**config.mk**
```make
export PLATFORM = sky130hd
export DESIGN_NAME = ts_snap_sender
export DESIGN_NICKNAME = d
export VERILOG_FILES = /design/src/rtl/ts_snap_pkg.sv /design/src/rtl/ts_prescaler.sv /design/src/rtl/ts_time_counter.sv /design/src/rtl/ts_msg_sender.sv /design/src/rtl/ts_snap_sender.sv
export SDC_FILE = /design/constraint.sdc
export NUM_CORES = 1
export LEC_CHECK = 0
export ABC_AREA = 1
export ABC_CLOCK_PERIOD_IN_PS = 2100
export BUFFER_PORTS_ARGS = -buffer_cell sky130_fd_sc_hd__buf_2
export CORE_MARGIN = 2
export CORE_UTILIZATION = 55
export DETAILED_ROUTE_END_ITERATION = 16
export GPL_TIMING_DRIVEN = 0
export PLACE_DENSITY_LB_ADDON = 0.3
export SETUP_SLACK_MARGIN = 0.05
export SYNTH_ARGS = -nofsm -noshare
export SYNTH_HDL_FRONTEND = slang
export SYNTH_SLANG_ARGS = --single-unit
export TNS_END_PERCENT = 5
```
**constraint.sdc**
```tcl
create_clock -name clk -period 2.1 [get_ports clk]
set_input_delay 0.315 -clock clk [delete_from_list [all_inputs] [get_ports clk]]
set_output_delay 0.315 -clock clk [all_outputs]
set_load 0.05 [all_outputs]
```
**src/rtl/ts_snap_pkg.sv**
```systemverilog
// Shared widths and types for the time snapshot sender.
// Assumes a message of four seconds bytes followed by four microseconds bytes.
package ts_snap_pkg;
    localparam int SEC_W     = 32;
    localparam int US_W      = 20;
    localparam int BYTE_W    = 8;
    localparam int MSG_BYTES = 8;
    localparam int MSG_W     = MSG_BYTES * BYTE_W;
    localparam int PHASE_W   = $clog2(MSG_BYTES + 1);

    typedef logic [SEC_W-1:0]  sec_t;
    typedef logic [US_W-1:0]   usec_t;
    typedef logic [BYTE_W-1:0] byte_t;
endpackage

```
**src/rtl/ts_prescaler.sv**
```systemverilog
// Microsecond prescaler: gives a one-clock tick every CLKS_PER_US clocks.
// Assumes CLKS_PER_US >= 1; with 1 the tick is high on every clock.
module ts_prescaler #(
    parameter int CLKS_PER_US = 100
) (
    input  logic clk,
    input  logic rst_n,
    output logic tick
);
    localparam int CW = (CLKS_PER_US > 1) ? $clog2(CLKS_PER_US) : 1;
    localparam logic [CW-1:0] LAST = CW'(CLKS_PER_US - 1);

    logic [CW-1:0] div_q;

    // Count clocks inside one microsecond, restart after the last one.
    always_ff @(posedge clk) begin
        if (!rst_n)             div_q <= '0;
        else if (div_q == LAST) div_q <= '0;
        else                    div_q <= div_q + 1'b1;
    end

    assign tick = (div_q == LAST);
endmodule

```
**src/rtl/ts_time_counter.sv**
```systemverilog
// Seconds / microseconds time keeper advanced by the prescaler tick.
// Assumes US_PER_SEC fits in the microseconds width of the package.
module ts_time_counter
    import ts_snap_pkg::*;
#(
    parameter int US_PER_SEC = 1000000
) (
    input  logic  clk,
    input  logic  rst_n,
    input  logic  tick,
    output sec_t  sec_q,
    output usec_t usec_q
);
    localparam usec_t US_LAST = US_W'(US_PER_SEC - 1);

    // Advance microseconds on each tick, carry into seconds at the wrap.
    always_ff @(posedge clk) begin
        if (!rst_n) begin
            sec_q  <= '0;
            usec_q <= '0;
        end else if (tick) begin
            if (usec_q == US_LAST) begin
                usec_q <= '0;
                sec_q  <= sec_q + 1'b1;
            end else begin
                usec_q <= usec_q + 1'b1;
            end
        end
    end
endmodule

```
**src/rtl/ts_msg_sender.sv**
```systemverilog
// Latches a time snapshot on an accepted request and sends it as a strobe
// followed by eight bytes, least significant first, seconds before usec.
// Assumes requests are one-cycle pulses; requests while busy are dropped.
module ts_msg_sender
    import ts_snap_pkg::*;
(
    input  logic  clk,
    input  logic  rst_n,
    input  logic  req,
    input  sec_t  sec_in,
    input  usec_t usec_in,
    output logic  stb,
    output byte_t data
);
    localparam logic [PHASE_W-1:0] LAST_PH = PHASE_W'(MSG_BYTES);

    logic [PHASE_W-1:0] phase_q;
    logic [MSG_W-1:0]   shreg_q;
    logic               accept;

    assign accept = req && (phase_q == '0);

    // Track message position: 0 idle, 1..MSG_BYTES next byte to send.
    always_ff @(posedge clk) begin
        if (!rst_n)                phase_q <= '0;
        else if (accept)           phase_q <= PHASE_W'(1);
        else if (phase_q == LAST_PH) phase_q <= '0;
        else if (phase_q != '0)    phase_q <= phase_q + 1'b1;
    end

    // Load the snapshot on accept, shift one byte out per message clock.
    always_ff @(posedge clk) begin
        if (!rst_n)             shreg_q <= '0;
        else if (accept)        shreg_q <= {{(MSG_W - SEC_W - US_W){1'b0}}, usec_in, sec_in};
        else if (phase_q != '0) shreg_q <= shreg_q >> BYTE_W;
    end

    // Drive the announce strobe and the byte output (zero when idle).
    always_ff @(posedge clk) begin
        if (!rst_n) begin
            stb  <= 1'b0;
            data <= '0;
        end else begin
            stb  <= accept;
            data <= (phase_q != '0) ? shreg_q[BYTE_W-1:0] : '0;
        end
    end
endmodule

```
**src/rtl/ts_snap_sender.sv**
```systemverilog
// Top: free-running seconds/microseconds time with byte-serial snapshot output.
// Assumes one clock for everything and a synchronous active-low reset.
module ts_snap_sender
    import ts_snap_pkg::*;
#(
    parameter int CLKS_PER_US = 100,
    parameter int US_PER_SEC  = 1000000
) (
    input  logic       clk,
    input  logic       rst_n,
    input  logic       snap_req,
    output logic       snap_stb,
    output logic [7:0] snap_byte
);
    logic  us_tick;
    sec_t  cur_sec;
    usec_t cur_usec;

    ts_prescaler #(.CLKS_PER_US(CLKS_PER_US)) u_presc (
        .clk   (clk),
        .rst_n (rst_n),
        .tick  (us_tick)
    );

    ts_time_counter #(.US_PER_SEC(US_PER_SEC)) u_time (
        .clk    (clk),
        .rst_n  (rst_n),
        .tick   (us_tick),
        .sec_q  (cur_sec),
        .usec_q (cur_usec)
    );

    ts_msg_sender u_send (
        .clk     (clk),
        .rst_n   (rst_n),
        .req     (snap_req),
        .sec_in  (cur_sec),
        .usec_in (cur_usec),
        .stb     (snap_stb),
        .data    (snap_byte)
    );
endmodule

```
Word level (Yosys, flattened, before mapping)

Index checks and enable logic that the tools add are counted.

Add/subtract/negate cells: 4
Reductions and logical operators: 9
Multiplexer cells: 6
Bitwise logic cells: 1
Eq/ne operators: 3

Operator list:

| cell                    | number |
|---|---|
| $mux W52                | 2 |
| $add A32 B1 Y32 const B | 1 |
| $add A20 B1 Y20 const B | 1 |
| $eq A20 B20 Y1 const B  | 1 |
| $mux W20                | 1 |
| $add A7 B1 Y7 const B   | 1 |
| $eq A7 B7 Y1 const B    | 1 |
| $add A4 B1 Y4 const B   | 1 |
| $eq A4 B4 Y1 const B    | 1 |
| $logic_not A4 Y1        | 1 |
| $reduce_and A2 Y1       | 2 |
| $reduce_bool A4 Y1      | 1 |
| $mux W1                 | 3 |
| $reduce_bool A3 Y1      | 1 |
| $reduce_or A3 Y1        | 1 |
| $reduce_bool A2 Y1      | 1 |
| $reduce_or A2 Y1        | 1 |
| $logic_and A1 B1 Y1     | 1 |
| $not A1 Y1              | 1 |

Output and inout bits: 9
Word-level logic and storage cells: 31
Register bits: 124

Depth between registers and ports, before layout

Gate-level depths: netlist of the first run.

Word-level depth: 4
Gate-level depth with buffers: 12
Gate-level depth less buffers: 10

Hierarchy

Synthesis of the first run repeated with hierarchy kept, for this count alone.

Cells, all modules: 1005
Area total of the unflattened synthesis: 6496.2 um^2

By module, submodules not included:

| module          | cells each | seq. area each (um^2) | area each (um^2) | instances |
|---|---|---|---|---|
| ts_time_counter | 510        | 1041.0                | 3067.9           | 1 |
| ts_msg_sender   | 445        | 1301.2                | 3065.4           | 1 |
| ts_prescaler    | 50         | 140.1                 | 362.8            | 1 |

Least setup slack after synthesis of the first run

Ideal clock, no wire load.

Path kind: flip-flop to flip-flop
Start: register u_send.phase_q[0]
End: register u_send.shreg_q[31]
Stages on the path, launching flop included: 12
Required time: 1.972 ns
Clock period less this slack: 1.566 ns
Setup slack: 0.534 ns
Buffers on the path: 3
Arrival time: 1.438 ns
Cells stage by stage: dfxtp_1 > inv_1 > ha_1 > nand2_2 > nor2_4 > buf_4 > inv_2 > nor2_4 > buf_6 > buf_6 > a21oi_1 > nor2_1

Word-level cells in the longest chain between the ends: 3
Elaborated cells on any way between the ends: 5
Those cells by class: mux (1); reduce/logical (4)

Ends and longest elaborated chain:

| item                                           | RTL line            | text |
|---|---|---|
| start: declaration                             | ts_msg_sender.sv:17 | `logic [PHASE_W-1:0] phase_q;` |
| start signal: assignment                       | ts_msg_sender.sv:28 | `else if (phase_q != '0) phase_q <= phase_q + 1'b1;` |
| $logic_not A4 Y1                               | ts_msg_sender.sv:21 | `assign accept = req && (phase_q == '0);` |
| $logic_and A1 B1 Y1                            | ts_msg_sender.sv:21 |  |
| $mux W52 or $reduce_bool A2 Y1 (tied branches) | -                   |  |
| end signal: assignment                         | ts_msg_sender.sv:34 | `else if (accept) shreg_q <= {{(MSG_W - SEC_W - US_W){1'b0}}, usec_in, sec_in};` |
| end signal: assignment                         | ts_msg_sender.sv:35 | `else if (phase_q != '0) shreg_q <= shreg_q >> BYTE_W;` |
| end: declaration                               | ts_msg_sender.sv:18 | `logic [MSG_W-1:0] shreg_q;` |

Several ways; a longest one is shown, not always the timed one.
A chain may end at the register's enable or synchronous reset.

Final worst setup path of the first run

Start: register u_time.usec_q[0]
End: register u_time.sec_q[23]

Word-level cells in the longest chain between the ends: 2

Ends and longest elaborated chain:

| item                               | RTL line              | text |
|---|---|---|
| start: declaration                 | ts_time_counter.sv:12 | `output usec_t usec_q` |
| start signal: assignment           | ts_time_counter.sv:26 | `usec_q <= usec_q + 1'b1;` |
| $eq A20 B20 Y1                     | ts_time_counter.sv:22 | `if (usec_q == US_LAST) begin` |
| $reduce_and A2 Y1 (no source line) | -                     |  |
| end signal: assignment             | ts_time_counter.sv:24 | `sec_q <= sec_q + 1'b1;` |
| end: declaration                   | ts_time_counter.sv:11 | `output sec_t sec_q,` |

No other way between the ends.

==> impl_metrics.json, run 1 <==
{
  "synth_edf_count": 0,
  "core_mm2": 0.0108,
  "async_reset_ff_share_pct": 0,
  "slowest_delay_ns": 0.38,
  "drv_cap": 0,
  "h-tree-depth": 4,
  "gp_congestion": 0.983,
  "grt_pass1_wl_mm": 26.8,
  "synth_nets": 877,
  "fin_nets": 907,
  "endpoint_kind": "flop",
  "start_util_pct": 56.3,
  "first_pass_iters": 5,
  "post_cts_resized": 0,
  "dp_hpwl_mm": 11.8,
  "outcome": "completed",
  "power.internal_mw": 4.32,
  "netlist_area_mm2": 0.00607,
  "insertion_delay_ns": 0.54,
  "slew_viol_final": 0,
  "synthToLayoutAreaGrowth_pct": 13.8,
  "antenna_found_initial": 0,
  "min_period_ns": 1.90,
  "preCtsSetupSlack_ns": 0.214,
  "synth_cell_type_count": 40,
  "p_leak_nw": 2.56,
  "required_ns": 2.54,
  "met2_usage_pct": 48.2,
  "setup_violations": 0,
  "cpMostUsedCell": "nand2_1",
  "worst_pin_slew_ns": 0.657,
  "fin_ws_ns": 0.202,
  "switching_share_pct": 26.1,
  "ioPinCount": 12,
  "yosysWarnings": 0,
  "fp.dieArea_mm2": 0.0119,
  "cts_sinks": 124,
  "route.antenna.remaining_nets": 0,
  "die_height_um": 109,
  "peakVddDrop_mv": 0.736,
  "cts_setup_buffers": 0,
  "post-route-drc-count": 0,
  "worstPathCellList": "ha_1 > nand2_1 > inv_1 > nand2_1 > nor2_1 > nand3_1 > nor2_2 > nand3_1 > nand2_1 > nor2_1",
  "power.density_mw_per_mm2": 846,
  "drt_iter0_markers": 524,
  "vias": 5885,
  "yosys_register_bits": 124,
  "cts.reportedPaths.clkPinSlew_ns": 0.06,
  "max_freq_mhz": 527,
  "syn_inst": 869,
  "wirelength_mm": 16.4,
  "final.fill_count": 947,
  "arrival_ns": 2.33,
  "hold_viol": 0,
  "cts.path.max_buffers": 2,
  "wl_per_cell_um": 15.6,
  "grt_pass1_vias": 5513,
  "drive_gt1_share_pct": 11.6,
  "synth_top_area_share_pct": 40.9,
  "avgSynthCellArea_um2": 6.99,
  "cts_tree": "done",
  "skew_ns": 0.0114,
  "yosys.area.top_type": "dfxtp_1",
  "critPathMaxFanout": 6,
  "clockRootBuffer": "clkbuf_8",
  "multi_input_comb_area_mm2": 0.00302,
  "period_share_pct": 90.4,
  "gr-usage-all-layers_pct": 29.7,
  "tns_ns": 0,
  "pwr-share-clk_pct": 50.9,
  "synth-seq-area-share_pct": 40.9,
  "synth-main-ff-cell": "dfxtp_1",
  "overflow": 0,
  "holdBufCountCts": 0,
  "register_area_mm2": 0.00248,
  "p_seq_share_pct": 40.8,
  "grt_busiest_layer": "met2",
  "startpoint_type": "flop",
  "portBuffers": 11,
  "crit_type": "reg2reg",
  "rsz0062_at_grt": "no",
  "grt_max_degree": 17,
  "cts_buffers": 17,
  "use_met3_pct": 7.41,
  "fp.dieW_um": 109,
  "synth.area.top_cells": "dfxtp_1 (41%), nand2_1 (15%), nor2_1 (7.2%)",
  "crit_slowest_cell": "dfxtp_1",
  "comb_power_share_pct": 8.4,
  "via_per_inst": 5.59,
  "switching_power_mw": 1.53,
  "met1_usage_pct": 36.8,
  "relSlewSlack_pct": 56.2,
  "rows": 38,
  "hold_path_class": "in2reg",
  "diodes": 0
}
==> power by group through the flow <==
stage               logic, mW  registers [mW]  clock network [mW]
floorplan               0.331            2.44                   0
global placement        0.477            2.43                   0
detailed placement      0.479            2.43                   0
CTS                     0.482            2.38                2.99
global route            0.532            2.38                3.10
finish                  0.490            2.38                2.97
==> metal layers <==
layer	share of wire [%]	vias up
li1	-	2859
met1	42	2701
met2	46	261
met3	7.5	64
met4	4.6	0
met5	0	-
==> synthesized netlist by cell type, types with 2 or more instances <==
master / n
a21oi_1: 35
a21oi_2: 7
buf_1: 4
buf_2: 9
buf_4: 4
buf_6: 6
clkbuf_1: 4
dfxtp_1: 124
ha_1: 5
inv_1: 96
inv_2: 9
nand2_1: 250
nand2_2: 6
nand3_1: 72
nand4_1: 10
nor2_1: 116
nor2_2: 7
nor2_4: 4
nor3_1: 9
nor3_4: 2
nor3b_1: 3
o211ai_1: 10
o211ai_2: 3
o21ai_0: 12
o21ai_1: 3
o21bai_1: 2
o221ai_1: 15
o221ai_2: 3
o22ai_1: 6
o32ai_1: 5
xnor2_1: 3
xor2_1: 17
==> cells by family after synthesis <==
family          after synthesis  synth area share [%]
simple gates                482                  33.9
buf+inv                     134                  9.48
flops                       124                  40.9
compound gates              104                  11.8
xor+xnor                     20                  2.88
fa+ha+maj                     5                  1.03
==> registers in the layout, indices dropped and copies added, names as in the netlist <==
name,flops
u_presc.div_q,7
u_send.data,8
u_send.phase_q,4
u_send.shreg_q,52
u_send.stb,1
u_time.sec_q,32
u_time.usec_q,20
==> area by class of cell <==
type,count,area share (%)
multi-input cells,611,43.7
flip-flops and latches,124,35.9
clock buffers,17,5.99
inverters,107,5.83
clock inverters,15,2.70
well taps,140,2.54
plain buffers,27,2.50
repair buffers,11,0.797
==> final timing paths <==
check	startpoint	end	slack (ns)	cells past startpoint
max	u_time.usec_q[0]	u_time.sec_q[23]	0.20	10
min	rst_n	u_send.shreg_q[22]	0.24	5
max reg2reg	u_time.usec_q[0]	u_time.sec_q[23]	0.20	10
min reg2reg	u_send.shreg_q[4]	u_send.data[4]	0.44	2
==> critical path: cells and delay by family, from the launching register on <==
kind,cells,cell delay (ns)
flops,1,0.38
fa+ha+maj,1,0.22
buf+inv,1,0.09
simple gates,8,1.11
==> metrics by stage <==
step / total power, mW / hold slack (ns) / cell area [µm²] / instances / util, %
2_1_floorplan: 2.77 / 0.410 / 6070 / 869 / -
3_3_place_gp: 2.91 / 0.427 / 6300 / 1020 / 58.4
3_5_place_dp: 2.91 / 0.431 / 6300 / 1020 / 58.4
4_1_cts: 5.85 / 0.219 / 6900 / 1052 / 64.0
5_1_grt: 6.02 / 0.244 / 6910 / 1052 / 64.0
6_report: 5.85 / 0.236 / 6910 / 1052 / 64.0
==> placed cells by master, fill, tap and decap left out, types with 4 or more instances in the layout <==
master | netlist | layout
nand2_1 | 250 | 250
dfxtp_1 | 124 | 124
nor2_1 | 116 | 116
inv_1 | 96 | 96
nand3_1 | 72 | 72
a21oi_1 | 35 | 35
buf_2 | 9 | 20
xor2_1 | 17 | 17
clkbuf_16 | 0 | 16
o221ai_1 | 15 | 15
o21ai_0 | 12 | 12
nand4_1 | 10 | 10
o211ai_1 | 10 | 10
inv_2 | 9 | 9
nor3_1 | 9 | 9
nor2_2 | 7 | 7
a21oi_2 | 7 | 7
buf_6 | 6 | 6
o22ai_1 | 6 | 6
nand2_2 | 6 | 5
o32ai_1 | 5 | 5
ha_1 | 5 | 5
clkinv_4 | 0 | 5
nor2_4 | 4 | 4
clkbuf_1 | 4 | 4
buf_1 | 4 | 4
buf_4 | 4 | 4
inv_6 | 0 | 4
Note: power is estimated with default switching activity, not from simulation.
==> inputs of run 2 (changes only) <==
CORE_UTILIZATION = 25   (was 55)
==> run 2 against run 1 <==
Net effect:
- maximum frequency increased by 2.6%
- setup slack improved by 0.048 ns
- non-clock buffer count unchanged
- cell area increased by 3.5%
- via count decreased by 3.3%
- largest power group unchanged
- routed wire length increased by 9.9%
- power increased by 1.5%
- worst hold slack improved by 0.11 ns
- highest routed layer unchanged
- die area increased by 110%
==> impl_metrics.json, run 2 (synthesized netlist as in run 1, its figures left out) <==
{
  "grt_pass1_vias": 5252,
  "skew_ns": 0.00778,
  "cts_setup_buffers": 0,
  "route.antenna.remaining_nets": 0,
  "ff2ff_setup_slack_ns": 0.25,
  "top_register": "u_send.shreg_q",
  "tns_ns": 0,
  "final_core_util_pct": 29.7,
  "final_area_mm2": 0.00715,
  "wl_per_cell_um": 14.6,
  "hold_path_class": "in2reg",
  "preCtsSetupSlack_ns": 0.142,
  "diodes": 0,
  "endpoint_kind": "flop",
  "synthToLayoutAreaGrowth_pct": 17.8,
  "die_height_um": 160,
  "max_freq_mhz": 540,
  "hold_depth": 5,
  "vias": 5688,
  "portBuffers": 11,
  "grt_pass1_wl_mm": 28.8,
  "worst_pin_slew_ns": 0.715,
  "dpl_cell_area_mm2": 0.00653,
  "ioPinCount": 12,
  "fp.dieArea_mm2": 0.0256,
  "startpoint_type": "flop",
  "power.density_mw_per_mm2": 830,
  "required_ns": 2.45,
  "largestRegisters": "u_send.shreg_q (52), u_time.sec_q (32), u_time.usec_q (20)",
  "h-tree-depth": 4,
  "cts_tree": "done",
  "cts_buffers": 17,
  "finalPower_mw": 5.94,
  "arrival_ns": 2.20,
  "reg2reg_from": "u_send.phase_q[0]",
  "largest_reg_flops": 52,
  "worstRegToRegCells": 11,
  "core_mm2": 0.0241,
  "min_from": "rst_n",
  "placed_cells": 1204,
  "peakVddDrop_mv": 0.647,
  "setup_violations": 0,
  "fin_ws_ns": 0.250,
  "gp_congestion": 0.880,
  "rows": 57,
  "outcome": "completed",
  "start_util_pct": 25.2,
  "critPathMaxFanout": 10,
  "first_pass_iters": 6,
  "wirelength_mm": 18.0,
  "final_common_cell": "nand2_1",
  "hold_ws_ns": 0.345,
  "overflow": 0,
  "cts_sinks": 124,
  "gr-usage-all-layers_pct": 14.5,
  "drt_iter0_markers": 599,
  "drive_gt1_share_pct": 11.6,
  "crit_type": "reg2reg",
  "rsz0062_at_grt": "no",
  "dp_hpwl_mm": 13.3,
  "cts.path.max_buffers": 2,
  "final_cell_mix": "nand2_1 (250), dfxtp_1 (124), nor2_1 (116)",
  "final.fill_count": 2682,
  "final-instance-count-excl-fill": 1236,
  "cts.reportedPaths.clkPinSlew_ns": 0.06,
  "drv_cap": 0,
  "fin_nets": 907,
  "multi_input_comb_area_mm2": 0.00303,
  "grt_max_degree": 17,
  "p_leak_nw": 2.55,
  "r2r-end": "u_send.shreg_q[26]",
  "relSlewSlack_pct": 52.3,
  "register_area_mm2": 0.00248,
  "fp.dieW_um": 160,
  "worst_hold_path.endpoint": "u_send.shreg_q[22]",
  "slew_viol_final": 0,
  "hold_viol": 0,
  "insertion_delay_ns": 0.43,
  "antenna_found_initial": 0,
  "period_share_pct": 88.1,
  "holdBufCountCts": 0,
  "post-route-drc-count": 0,
  "min_period_ns": 1.85,
  "via_per_inst": 4.60,
  "clockRootBuffer": "clkbuf_16",
  "post_cts_resized": 0
}
[run 2: cell type report]
| type | count | share of cell area [%] |
|---|---|---|
| timing repair buffer | 11 | 0.770 |
| tap | 324 | 5.67 |
| buffer | 27 | 2.41 |
| clock buffer | 19 | 6.19 |
| sequential | 124 | 34.7 |
| multi-input combinational | 611 | 42.3 |
| clock inverter | 13 | 2.33 |
| inverter | 107 | 5.63 |
[run 2: power breakdown]
| group | total [mW] | leakage (nW) | switching [mW] | internal [mW] |
|---|---|---|---|---|
| registers | 2.38 | 0.999 | 0.0114 | 2.37 |
| clock network | 3.06 | 0.278 | 1.16 | 1.90 |
| logic | 0.497 | 1.27 | 0.372 | 0.124 |
[run 2: worst max path at each step]
stage / from / endpoint / slack (ns) / depth (start not counted)
final: u_send.phase_q[0] / u_send.shreg_q[26] / 0.25 / 11
after global routing: u_time.usec_q[0] / u_time.sec_q[25] / 0.06 / 10
after CTS: u_time.usec_q[0] / u_time.usec_q[12] / 0.12 / 10
after detailed placement: u_time.usec_q[0] / u_time.usec_q[12] / 0.14 / 10
after global placement: u_time.usec_q[0] / u_time.usec_q[12] / 0.15 / 10
after floorplan: u_send.phase_q[0] / u_send.shreg_q[31] / 0.53 / 11
[run 2: critical path: stages, from the launching register on]
cell,delay [ns]
dfxtp_1,0.37
inv_1,0.07
ha_1,0.22
nand2_2,0.11
nor2_4,0.04
buf_4,0.18
inv_2,0.12
nand2_1,0.09
inv_2,0.12
buf_4,0.21
nand2_1,0.13
o211ai_1,0.11
[run 2: per-layer routing]
metal / global-route usage [%] / vias up / routed length [µm]
met3: 3.25 / 37 / 1030
met1: 19.3 / 2603 / 8520
met4: 5.20 / 0 / 367
met5: 0 / - / 0
li1: - / 2861 / -
met2: 23.2 / 187 / 8100
